$ cat config.mk
export PLATFORM = sky130hd
export DESIGN_NAME = pulse_psg
export DESIGN_NICKNAME = d
export VERILOG_FILES = /design/src/rtl/psg_pkg.sv /design/src/rtl/psg_regbank.sv /design/src/rtl/psg_voice_dp.sv /design/src/rtl/pulse_psg.sv
export SDC_FILE = /design/constraint.sdc
export NUM_CORES = 2
export LEC_CHECK = 0
export ABC_AREA = 1
export BUFFER_PORTS_ARGS = -buffer_cell sky130_fd_sc_hd__buf_4
export CAP_MARGIN = 20
export CORE_ASPECT_RATIO = 1.4
export CORE_MARGIN = 4
export CORE_UTILIZATION = 50
export DETAILED_ROUTE_END_ITERATION = 8
export PLACE_DENSITY_LB_ADDON = 0.05
export SLEW_MARGIN = 0
export SYNTH_ARGS = -nofsm -noshare
export SYNTH_HDL_FRONTEND = slang
export SYNTH_SLANG_ARGS = --single-unit
$ cat constraint.sdc
create_clock -name clk -period 36.5 [get_ports clk]
set_clock_uncertainty 0.1 [all_clocks]
set_input_delay 3.65 -clock clk [delete_from_list [all_inputs] [get_ports clk]]
set_output_delay 3.65 -clock clk [all_outputs]
set_load 0.01 [all_outputs]
$ cat src/rtl/psg_pkg.sv
package psg_pkg;
  localparam int VOL_W  = 6;
  localparam int DUTY_W = 6;
  localparam int FREQ_W = 16;
  localparam int WAVE_W = 2;
  localparam int BYTES_PER_VOICE = 4;

  typedef struct packed {
    logic [FREQ_W-1:0] freq;
    logic [VOL_W-1:0]  vol;
    logic              leftEn;
    logic              rightEn;
    logic [DUTY_W-1:0] duty;
    logic [WAVE_W-1:0] wave;
  } voice_cfg_t;

  typedef struct packed {
    logic advance;
    logic capture;
  } psg_strobe_t;
endpackage

$ cat src/rtl/psg_regbank.sv
module psg_regbank
  import psg_pkg::*;
#(
  parameter int NUM_VOICES = 16,
  parameter int ADDR_W = $clog2(NUM_VOICES * BYTES_PER_VOICE)
) (
  input  logic              clk,
  input  logic              rst_n,
  input  logic              wrEn,
  input  logic [ADDR_W-1:0] wrAddr,
  input  logic [7:0]        wrData,
  input  logic              sampleTick,
  output voice_cfg_t        cfg [NUM_VOICES],
  output psg_strobe_t       strobe
);
  localparam int BANK_BYTES = NUM_VOICES * BYTES_PER_VOICE;

  logic [7:0] bank [BANK_BYTES];

  always_ff @(posedge clk) begin
    if (!rst_n) begin
      for (int i = 0; i < BANK_BYTES; i++) bank[i] <= '0;
    end else if (wrEn) begin
      bank[wrAddr] <= wrData;
    end
  end

  for (genvar v = 0; v < NUM_VOICES; v++) begin : g_unpack
    assign cfg[v].freq    = {bank[v*BYTES_PER_VOICE+1], bank[v*BYTES_PER_VOICE]};
    assign cfg[v].vol     = bank[v*BYTES_PER_VOICE+2][VOL_W-1:0];
    assign cfg[v].leftEn  = bank[v*BYTES_PER_VOICE+2][6];
    assign cfg[v].rightEn = bank[v*BYTES_PER_VOICE+2][7];
    assign cfg[v].duty    = bank[v*BYTES_PER_VOICE+3][DUTY_W-1:0];
    assign cfg[v].wave    = bank[v*BYTES_PER_VOICE+3][7:6];
  end

  assign strobe.advance = sampleTick;
  assign strobe.capture = sampleTick;


  bank_write_chk: assert property (@(posedge clk) disable iff (!rst_n)
    wrEn |=> bank[$past(wrAddr)] == $past(wrData));
endmodule

$ cat src/rtl/psg_voice_dp.sv
module psg_voice_dp
  import psg_pkg::*;
#(
  parameter int NUM_VOICES = 16,
  parameter int PHASE_W = 17,
  parameter int MIX_W = VOL_W + $clog2(NUM_VOICES) + 1
) (
  input  logic                     clk,
  input  logic                     rst_n,
  input  voice_cfg_t               cfg [NUM_VOICES],
  input  psg_strobe_t              strobe,
  output logic                     sampleValid,
  output logic signed [MIX_W-1:0]  leftOut,
  output logic signed [MIX_W-1:0]  rightOut
);
  localparam int CMP_W = DUTY_W + 1;
  localparam int MAX_MAG = NUM_VOICES * ((1 << VOL_W) - 1);

  logic [PHASE_W-1:0]       phase   [NUM_VOICES];
  logic signed [MIX_W-1:0]  contrib [NUM_VOICES];
  logic signed [MIX_W-1:0]  sumLeft, sumRight;

  for (genvar v = 0; v < NUM_VOICES; v++) begin : g_voice
    logic [CMP_W-1:0]        phaseTop;
    logic                    pulseHigh;
    logic signed [MIX_W-1:0] volExt;

    assign phaseTop  = phase[v][PHASE_W-1 -: CMP_W];
    assign pulseHigh = phaseTop <= CMP_W'(cfg[v].duty);
    assign volExt    = MIX_W'(cfg[v].vol);

    always_comb begin
      if (cfg[v].wave != '0) contrib[v] = '0;
      else if (pulseHigh)    contrib[v] = volExt;
      else                   contrib[v] = -volExt;
    end

    always_ff @(posedge clk) begin
      if (!rst_n)              phase[v] <= '0;
      else if (strobe.advance) phase[v] <= PHASE_W'(phase[v] + PHASE_W'(cfg[v].freq));
    end


    phase_hold_chk: assert property (@(posedge clk) disable iff (!rst_n)
      !strobe.advance |=> $stable(phase[v]));
  end

  always_comb begin
    sumLeft  = '0;
    sumRight = '0;
    for (int v = 0; v < NUM_VOICES; v++) begin
      if (cfg[v].leftEn)  sumLeft  = sumLeft  + contrib[v];
      if (cfg[v].rightEn) sumRight = sumRight + contrib[v];
    end
  end

  always_ff @(posedge clk) begin
    if (!rst_n) begin
      leftOut     <= '0;
      rightOut    <= '0;
      sampleValid <= 1'b0;
    end else begin
      sampleValid <= strobe.capture;
      if (strobe.capture) begin
        leftOut  <= sumLeft;
        rightOut <= sumRight;
      end
    end
  end


  valid_pulse_chk: assert property (@(posedge clk) disable iff (!rst_n)
    strobe.capture |=> sampleValid);

  valid_quiet_chk: assert property (@(posedge clk) disable iff (!rst_n)
    !strobe.capture |=> !sampleValid);

  out_hold_chk: assert property (@(posedge clk) disable iff (!rst_n)
    !strobe.capture |=> ($stable(leftOut) && $stable(rightOut)));

  mix_range_chk: assert property (@(posedge clk) disable iff (!rst_n)
    (int'(leftOut) <= MAX_MAG) && (int'(leftOut) >= -MAX_MAG) &&
    (int'(rightOut) <= MAX_MAG) && (int'(rightOut) >= -MAX_MAG));
endmodule

$ cat src/rtl/pulse_psg.sv
module pulse_psg
  import psg_pkg::*;
#(
  parameter int NUM_VOICES = 16,
  parameter int PHASE_W = 17,
  parameter int ADDR_W = $clog2(NUM_VOICES * BYTES_PER_VOICE),
  parameter int MIX_W = VOL_W + $clog2(NUM_VOICES) + 1
) (
  input  logic                    clk,
  input  logic                    rst_n,
  input  logic                    wrEn,
  input  logic [ADDR_W-1:0]       wrAddr,
  input  logic [7:0]              wrData,
  input  logic                    sampleTick,
  output logic                    sampleValid,
  output logic signed [MIX_W-1:0] leftOut,
  output logic signed [MIX_W-1:0] rightOut
);
  voice_cfg_t  cfg [NUM_VOICES];
  psg_strobe_t strobe;

  psg_regbank #(.NUM_VOICES(NUM_VOICES), .ADDR_W(ADDR_W)) regbank_i (
    .clk(clk), .rst_n(rst_n), .wrEn(wrEn), .wrAddr(wrAddr), .wrData(wrData),
    .sampleTick(sampleTick), .cfg(cfg), .strobe(strobe)
  );

  psg_voice_dp #(.NUM_VOICES(NUM_VOICES), .PHASE_W(PHASE_W), .MIX_W(MIX_W)) dp_i (
    .clk(clk), .rst_n(rst_n), .cfg(cfg), .strobe(strobe),
    .sampleValid(sampleValid), .leftOut(leftOut), .rightOut(rightOut)
  );
endmodule

# ---- Yosys cells after proc, flatten, opt, wreduce, memory -nomap -nowiden
# Memory sizes are Yosys's and may differ from the RTL's.
# Index checks and enable logic that the tools add are counted.
dict set report totals {
  ff_bits 23
  latch_bits 0
  ram_bits 784
  rom_bits 0
  inputBits 18
  output_inout_bits 23
  wordCells 206
  n_memories 2
}
# name depth word_bits rd rd_ports_with_merged_regs wr line_no
set mem_list {}
lappend mem_list {regbank_i.bank 64 8 64 0 64 psg_regbank.sv:18} ;# logic [7:0] bank [BANK_BYTES];
lappend mem_list {dp_i.phase 16 17 16 0 16 psg_voice_dp.sv:19} ;# logic [PHASE_W-1:0] phase [NUM_VOICES];
dict set report classes {
  addsub 62
  multipliers 0
  div 0
  order_cmp 16
  eq_ne 0
  shift 0
  muxes 90
  n_bitwise 16
  reduce_logical 17
}
# op n
set ops {}
lappend ops {{11-bit two-way mux} 64}
lappend ops {{11-bit adder} 30}
lappend ops {{17-bit by 16-bit adder with 17-bit output} 16}
lappend ops {{17-bit two-way mux} 16}
lappend ops {{6-bit negation with 11-bit output} 16}
lappend ops {{7-bit by 6-bit less-or-equal comparator with 1-bit output} 16}
lappend ops {{2-bit nonzero test} 16}
lappend ops {{1-bit bitwise OR} 16}
lappend ops {{1-bit two-way mux} 8}
lappend ops {{8-bit two-way mux} 1}
lappend ops {{8-bit OR reduction} 1}
lappend ops {{6-bit two-way mux} 1}

# ---- Logic depth before layout (Yosys ltp)
# An unclocked memory read counts as a cell.
dict set report logic_depth {
  word_depth 35
  mapped_depth 106
  depth_no_buf 106
}

# ---- By module
# A second synthesis with hierarchy kept.
dict set report hier_totals {
  hier_cells 7482
  hier_area_um2 61022.3
}
# module instances cells_per_inst area_each_um2 seq_area_each_um2
set modules_own_cells {}
lappend modules_own_cells {psg_voice_dp 1 6213 42518.3 8628.3}
lappend modules_own_cells {psg_regbank 1 1269 18504.0 15374.7}

# ---- Least setup slack after synthesis
# Ideal clock, no wire load.
dict set report synth_timing {
  kind {reg2reg}
  from {mem dp_i.phase[0][15]}
  to {reg dp_i.leftOut[10]}
  setup_time_ns 0.132
  t_arrival_ns 14.441
  required_ns 36.268
  setup_slack_ns 21.827
  path_stages_with_launch 73
  n_path_buf 0
  synth_period_minus_slack_ns 14.673
  path_cell_list {edfxtp_1 ha_1 nand2_1 nor2_2 nand4_1 nand3_1 nand3_4 nor2_1 fa_1 o21ai_0 fa_1 inv_1 o21ai_0 fa_1 inv_1 o21ai_0 fa_1 inv_1 (+37 left out) ha_1 inv_1 nor2_1 nor2_1 nor2_1 o31ai_1 ha_1 inv_1 o21bai_1 nand2_1 nand2_1 a21oi_1 o21ai_0 a21oi_1 xor2_1 xnor2_1 xor2_1 o21ai_0}
}
# item line_no
set synth_lines {}
lappend synth_lines {{start: declaration} psg_voice_dp.sv:19}
lappend synth_lines {{end signal: assignment} psg_voice_dp.sv:65} ;# leftOut <= sumLeft;
lappend synth_lines {{end: declaration} psg_voice_dp.sv:13} ;# output logic signed [MIX_W-1:0] leftOut,

==> metrics list <==
- Of the synthesized area, sequential elements account for 39.0%.
- Path type of the worst min-delay path: register to register
* GRT Util Overall: 23.3%
- Setup_tns: 0 ps
* Post-cts hold buffer count: 0
* Count of port buffers added during placement: 40
* Drt pass-1 iters: 5
- In this run the mean area of a mapped cell was 8.07 um^2.
- The most numerous cell type found on the critical path is sky130_fd_sc_hd__o21ai_0.
- Buffers inserted during clock tree synthesis total 81.
- The cell count after synthesis came out at 7627.
- CTS saw 807 sinks.
- Ys async rst share: 0%
* Number of antenna violations at the first check in global routing: 1
* HPWL after detailed placement: 110000 um
* Commonest cells after routing, fill and taps aside: sky130_fd_sc_hd__nand2_1 (1261), sky130_fd_sc_hd__nor2_1 (1236), sky130_fd_sc_hd__inv_1 (1038)
- Maximum clock frequency: 59.3 MHz
- The number of global-route vias before repair came to 48400.
- Once routing completed, OpenROAD measured the worst setup slack at 19640 ps.
- Clock latency reported for the late side of the worst-skew pair: 660 ps
- In this run the worst setup path begins at dp_i.phase[1][15].
* Kind of launch point of the worst setup path: register
- Ranked by total cell area, the synthesized netlist is headed by sky130_fd_sc_hd__edfxtp_1 (38%), sky130_fd_sc_hd__ha_1 (14%), sky130_fd_sc_hd__nand2_1 (7.7%).
- The cell sitting at the root of the clock tree is a sky130_fd_sc_hd__clkbuf_16.
- Slowest cell delay on critical path: 610 ps
* Remaining DRCs: 0
- The Yosys step of the flow raised 0 warnings.
- Vias post-DR: 50100
* Data required time at the worst endpoint: 36930 ps
* Run status: finished, final reports clean
- Final GP Congestion: 0.856
- The number of antenna diodes in the final layout is 0.
- Of the cells placed in the final design, the portion with a size suffix greater than 1 is 6.10%.
- Clock period minus worst slack: 16860 ps
- The tool flagged a number of max-cap violations equal to 0.
- After clock tree synthesis, the setup repair step added 0 buffers.
- Core area: 122000 um^2
* Worst Hold Margin: 355 ps
- Setup repair after global routing missed its margin: no
- Power density over cell area: 45.6 nW/um^2
* Die outline height: 423 um
- At the worst endpoint, the arrival time is 17290 ps.
* Total of endpoints with negative setup slack in the final report: 0
- Maximum number of pins on one net before global-route repair: 107
- Summed over all cells, the static leakage comes to 30.9 nW.
- The number of slew-limit violations in the final report is 0.
* Number of vias per cell: 5.39
* Floorplan row count: 152
* Netlist area before placement: 61500 um^2
- First-pass GRT wire length: 245000 um
- At the end of the flow, the number of nets in the layout was 8344.
- Die Wd: 305 um
* H-tree levels: 3
- After clock tree synthesis, the repair step resized 0 gates.
- After the first detailed-routing iteration, the DRC count stood at 2923.
* Number of enable-type register cells in the synthesized netlist: 784
- In the synthesized netlist the dominant register cell turns out to be sky130_fd_sc_hd__edfxtp_1.
* TritonCTS clock tree: done
* Max stage delay cell, worst path: sky130_fd_sc_hd__fa_1
- Actual slew at the worst max-slew pin: 1140 ps
* Syn_nets: 8350
- Critical path class: register to register
* Number of unique standard cell types used by synthesis: 62
- Launch instance of the worst min-delay path: dp_i.leftOut[4]
- I/O pin cnt: 41
- The synthesized design spends more area on one cell type than any other, namely sky130_fd_sc_hd__edfxtp_1.
- Dividing the detail-routed wire length by the instance count gives 16.4 um.
* Area share of the largest cell type after synthesis: 38.3%
- Critical Path End Type: register
- The detail route stage leaves a number of antenna-violating nets equal to 0.
* Bufs on Longest Clock Path: 3
* Clock-pin slew on the worst setup and hold paths: 60 ps
- Initial core utilization: 50.3%
- Leading cell type in the layout, fill and taps excluded: sky130_fd_sc_hd__nand2_1
* PnR Total Power: 3.01 mW
- Share of the clock period used by the worst path after layout: 46.2%
* Setup Slack @ Placement: 19640 ps
- IR analysis of the VDD net gives a maximum drop of 39.4 uV.
- Reg2Reg Launch Point: dp_i.phase[1][15]
* Largest fanout on the critical path: 14
* Routed wire length: 152000 um
- The die covers 129000 um^2.
- Syn-to-layout area delta: 7.17%
- The number of endpoints with negative hold slack in the final report came to 0.
- Global routing finished with a remaining overflow of 0.
- After synthesis the netlist holds a flip-flop and latch count of 807.
- In this run the tightest slew margin relative to its limit is 23.6%.
==> cell usage after synthesis (20+ instances only) <==
cell type,number
sky130_fd_sc_hd__nand4_1,37
sky130_fd_sc_hd__nor2_1,1241
sky130_fd_sc_hd__a31oi_1,41
sky130_fd_sc_hd__a21oi_1,465
sky130_fd_sc_hd__o21a_1,58
sky130_fd_sc_hd__dfxtp_1,23
sky130_fd_sc_hd__xnor2_1,61
sky130_fd_sc_hd__nand2_2,84
sky130_fd_sc_hd__o21bai_1,31
sky130_fd_sc_hd__o31ai_1,64
sky130_fd_sc_hd__nor3_1,182
sky130_fd_sc_hd__nand2_1,1262
sky130_fd_sc_hd__ha_1,666
sky130_fd_sc_hd__fa_1,39
sky130_fd_sc_hd__a211oi_1,25
sky130_fd_sc_hd__nand3b_1,20
sky130_fd_sc_hd__o21ai_0,559
sky130_fd_sc_hd__clkbuf_1,117
sky130_fd_sc_hd__xor2_1,101
sky130_fd_sc_hd__nand3_2,123
sky130_fd_sc_hd__edfxtp_1,784
sky130_fd_sc_hd__o21ai_1,23
sky130_fd_sc_hd__nand3_1,394
sky130_fd_sc_hd__inv_1,1040
==> state kept, by name (all words and copies together) (netlist names) <==
register	flops
dp_i.leftOut	11
dp_i.rightOut	11
dp_i.phase	272
dp_i.sampleValid	1
regbank_i.bank	512
==> layout make-up <==
class,count,area (um^2)
repair buffers,77,598
well taps,1617,2020
multi-input cells,5588,32800
inverters,1066,4030
fillers,11600,56500
flip-flops and latches,807,24000
clock buffers,109,2260
clock inverters,39,279
==> worst max-delay path: cells and delay by family (launching register included) <==
kind            cells  cell delay (ps)
xor+xnor            4              660
fa+ha+maj          16             7230
buf+inv            10              590
flops               1              410
simple gates       19             2060
compound gates     24             5720
==> where the power goes <==
| part | switching, mW | internal (mW) |
|---|---|---|
| Sequential | 0.0355 | 1.09 |
| Clock | 0.359 | 0.457 |
| Combinational | 0.684 | 0.382 |
| Total | 1.08 | 1.93 |
==> path summary, 6_finish.rpt <==
path                                    endpoint  slack (ps)  depth (start not counted)
worst max-delay path            dp_i.leftOut[10]       19640                         73
worst max register to register  dp_i.leftOut[10]       19640                         73
worst min-delay path             dp_i.leftOut[4]         350                          2
worst min register to register   dp_i.leftOut[4]         350                          2
==> per-layer routing <==
metal | global-route usage (%) | routed length (um) | up-vias | part of all wire (%)
li1 | - | - | 25700 | -
met1 | 30.9 | 69800 | 23400 | 46
met2 | 40.9 | 73300 | 824 | 48
met3 | 2.60 | 6270 | 184 | 4.1
met4 | 5.65 | 3130 | 0 | 2.1
met5 | 0 | 0 | - | 0
==> cells by family after synthesis <==
family | synth area share [%]
simple gates | 24.2
compound gates | 11.8
buf+inv | 7.83
flops | 39.0
fa+ha+maj | 14.8
xor+xnor | 2.34
mux | 0.0163
==> metrics by stage <==
step           cells  utilization [%]  cell area (um^2)
2_1_floorplan   7627                -             61500
3_3_place_gp    9152             51.7             63400
3_5_place_dp    9153             51.8             63400
4_1_cts         9301             53.8             65900
5_1_grt         9303             53.9             66000
6_report        9303             53.9             66000
(Power assumes the default switching activity.)
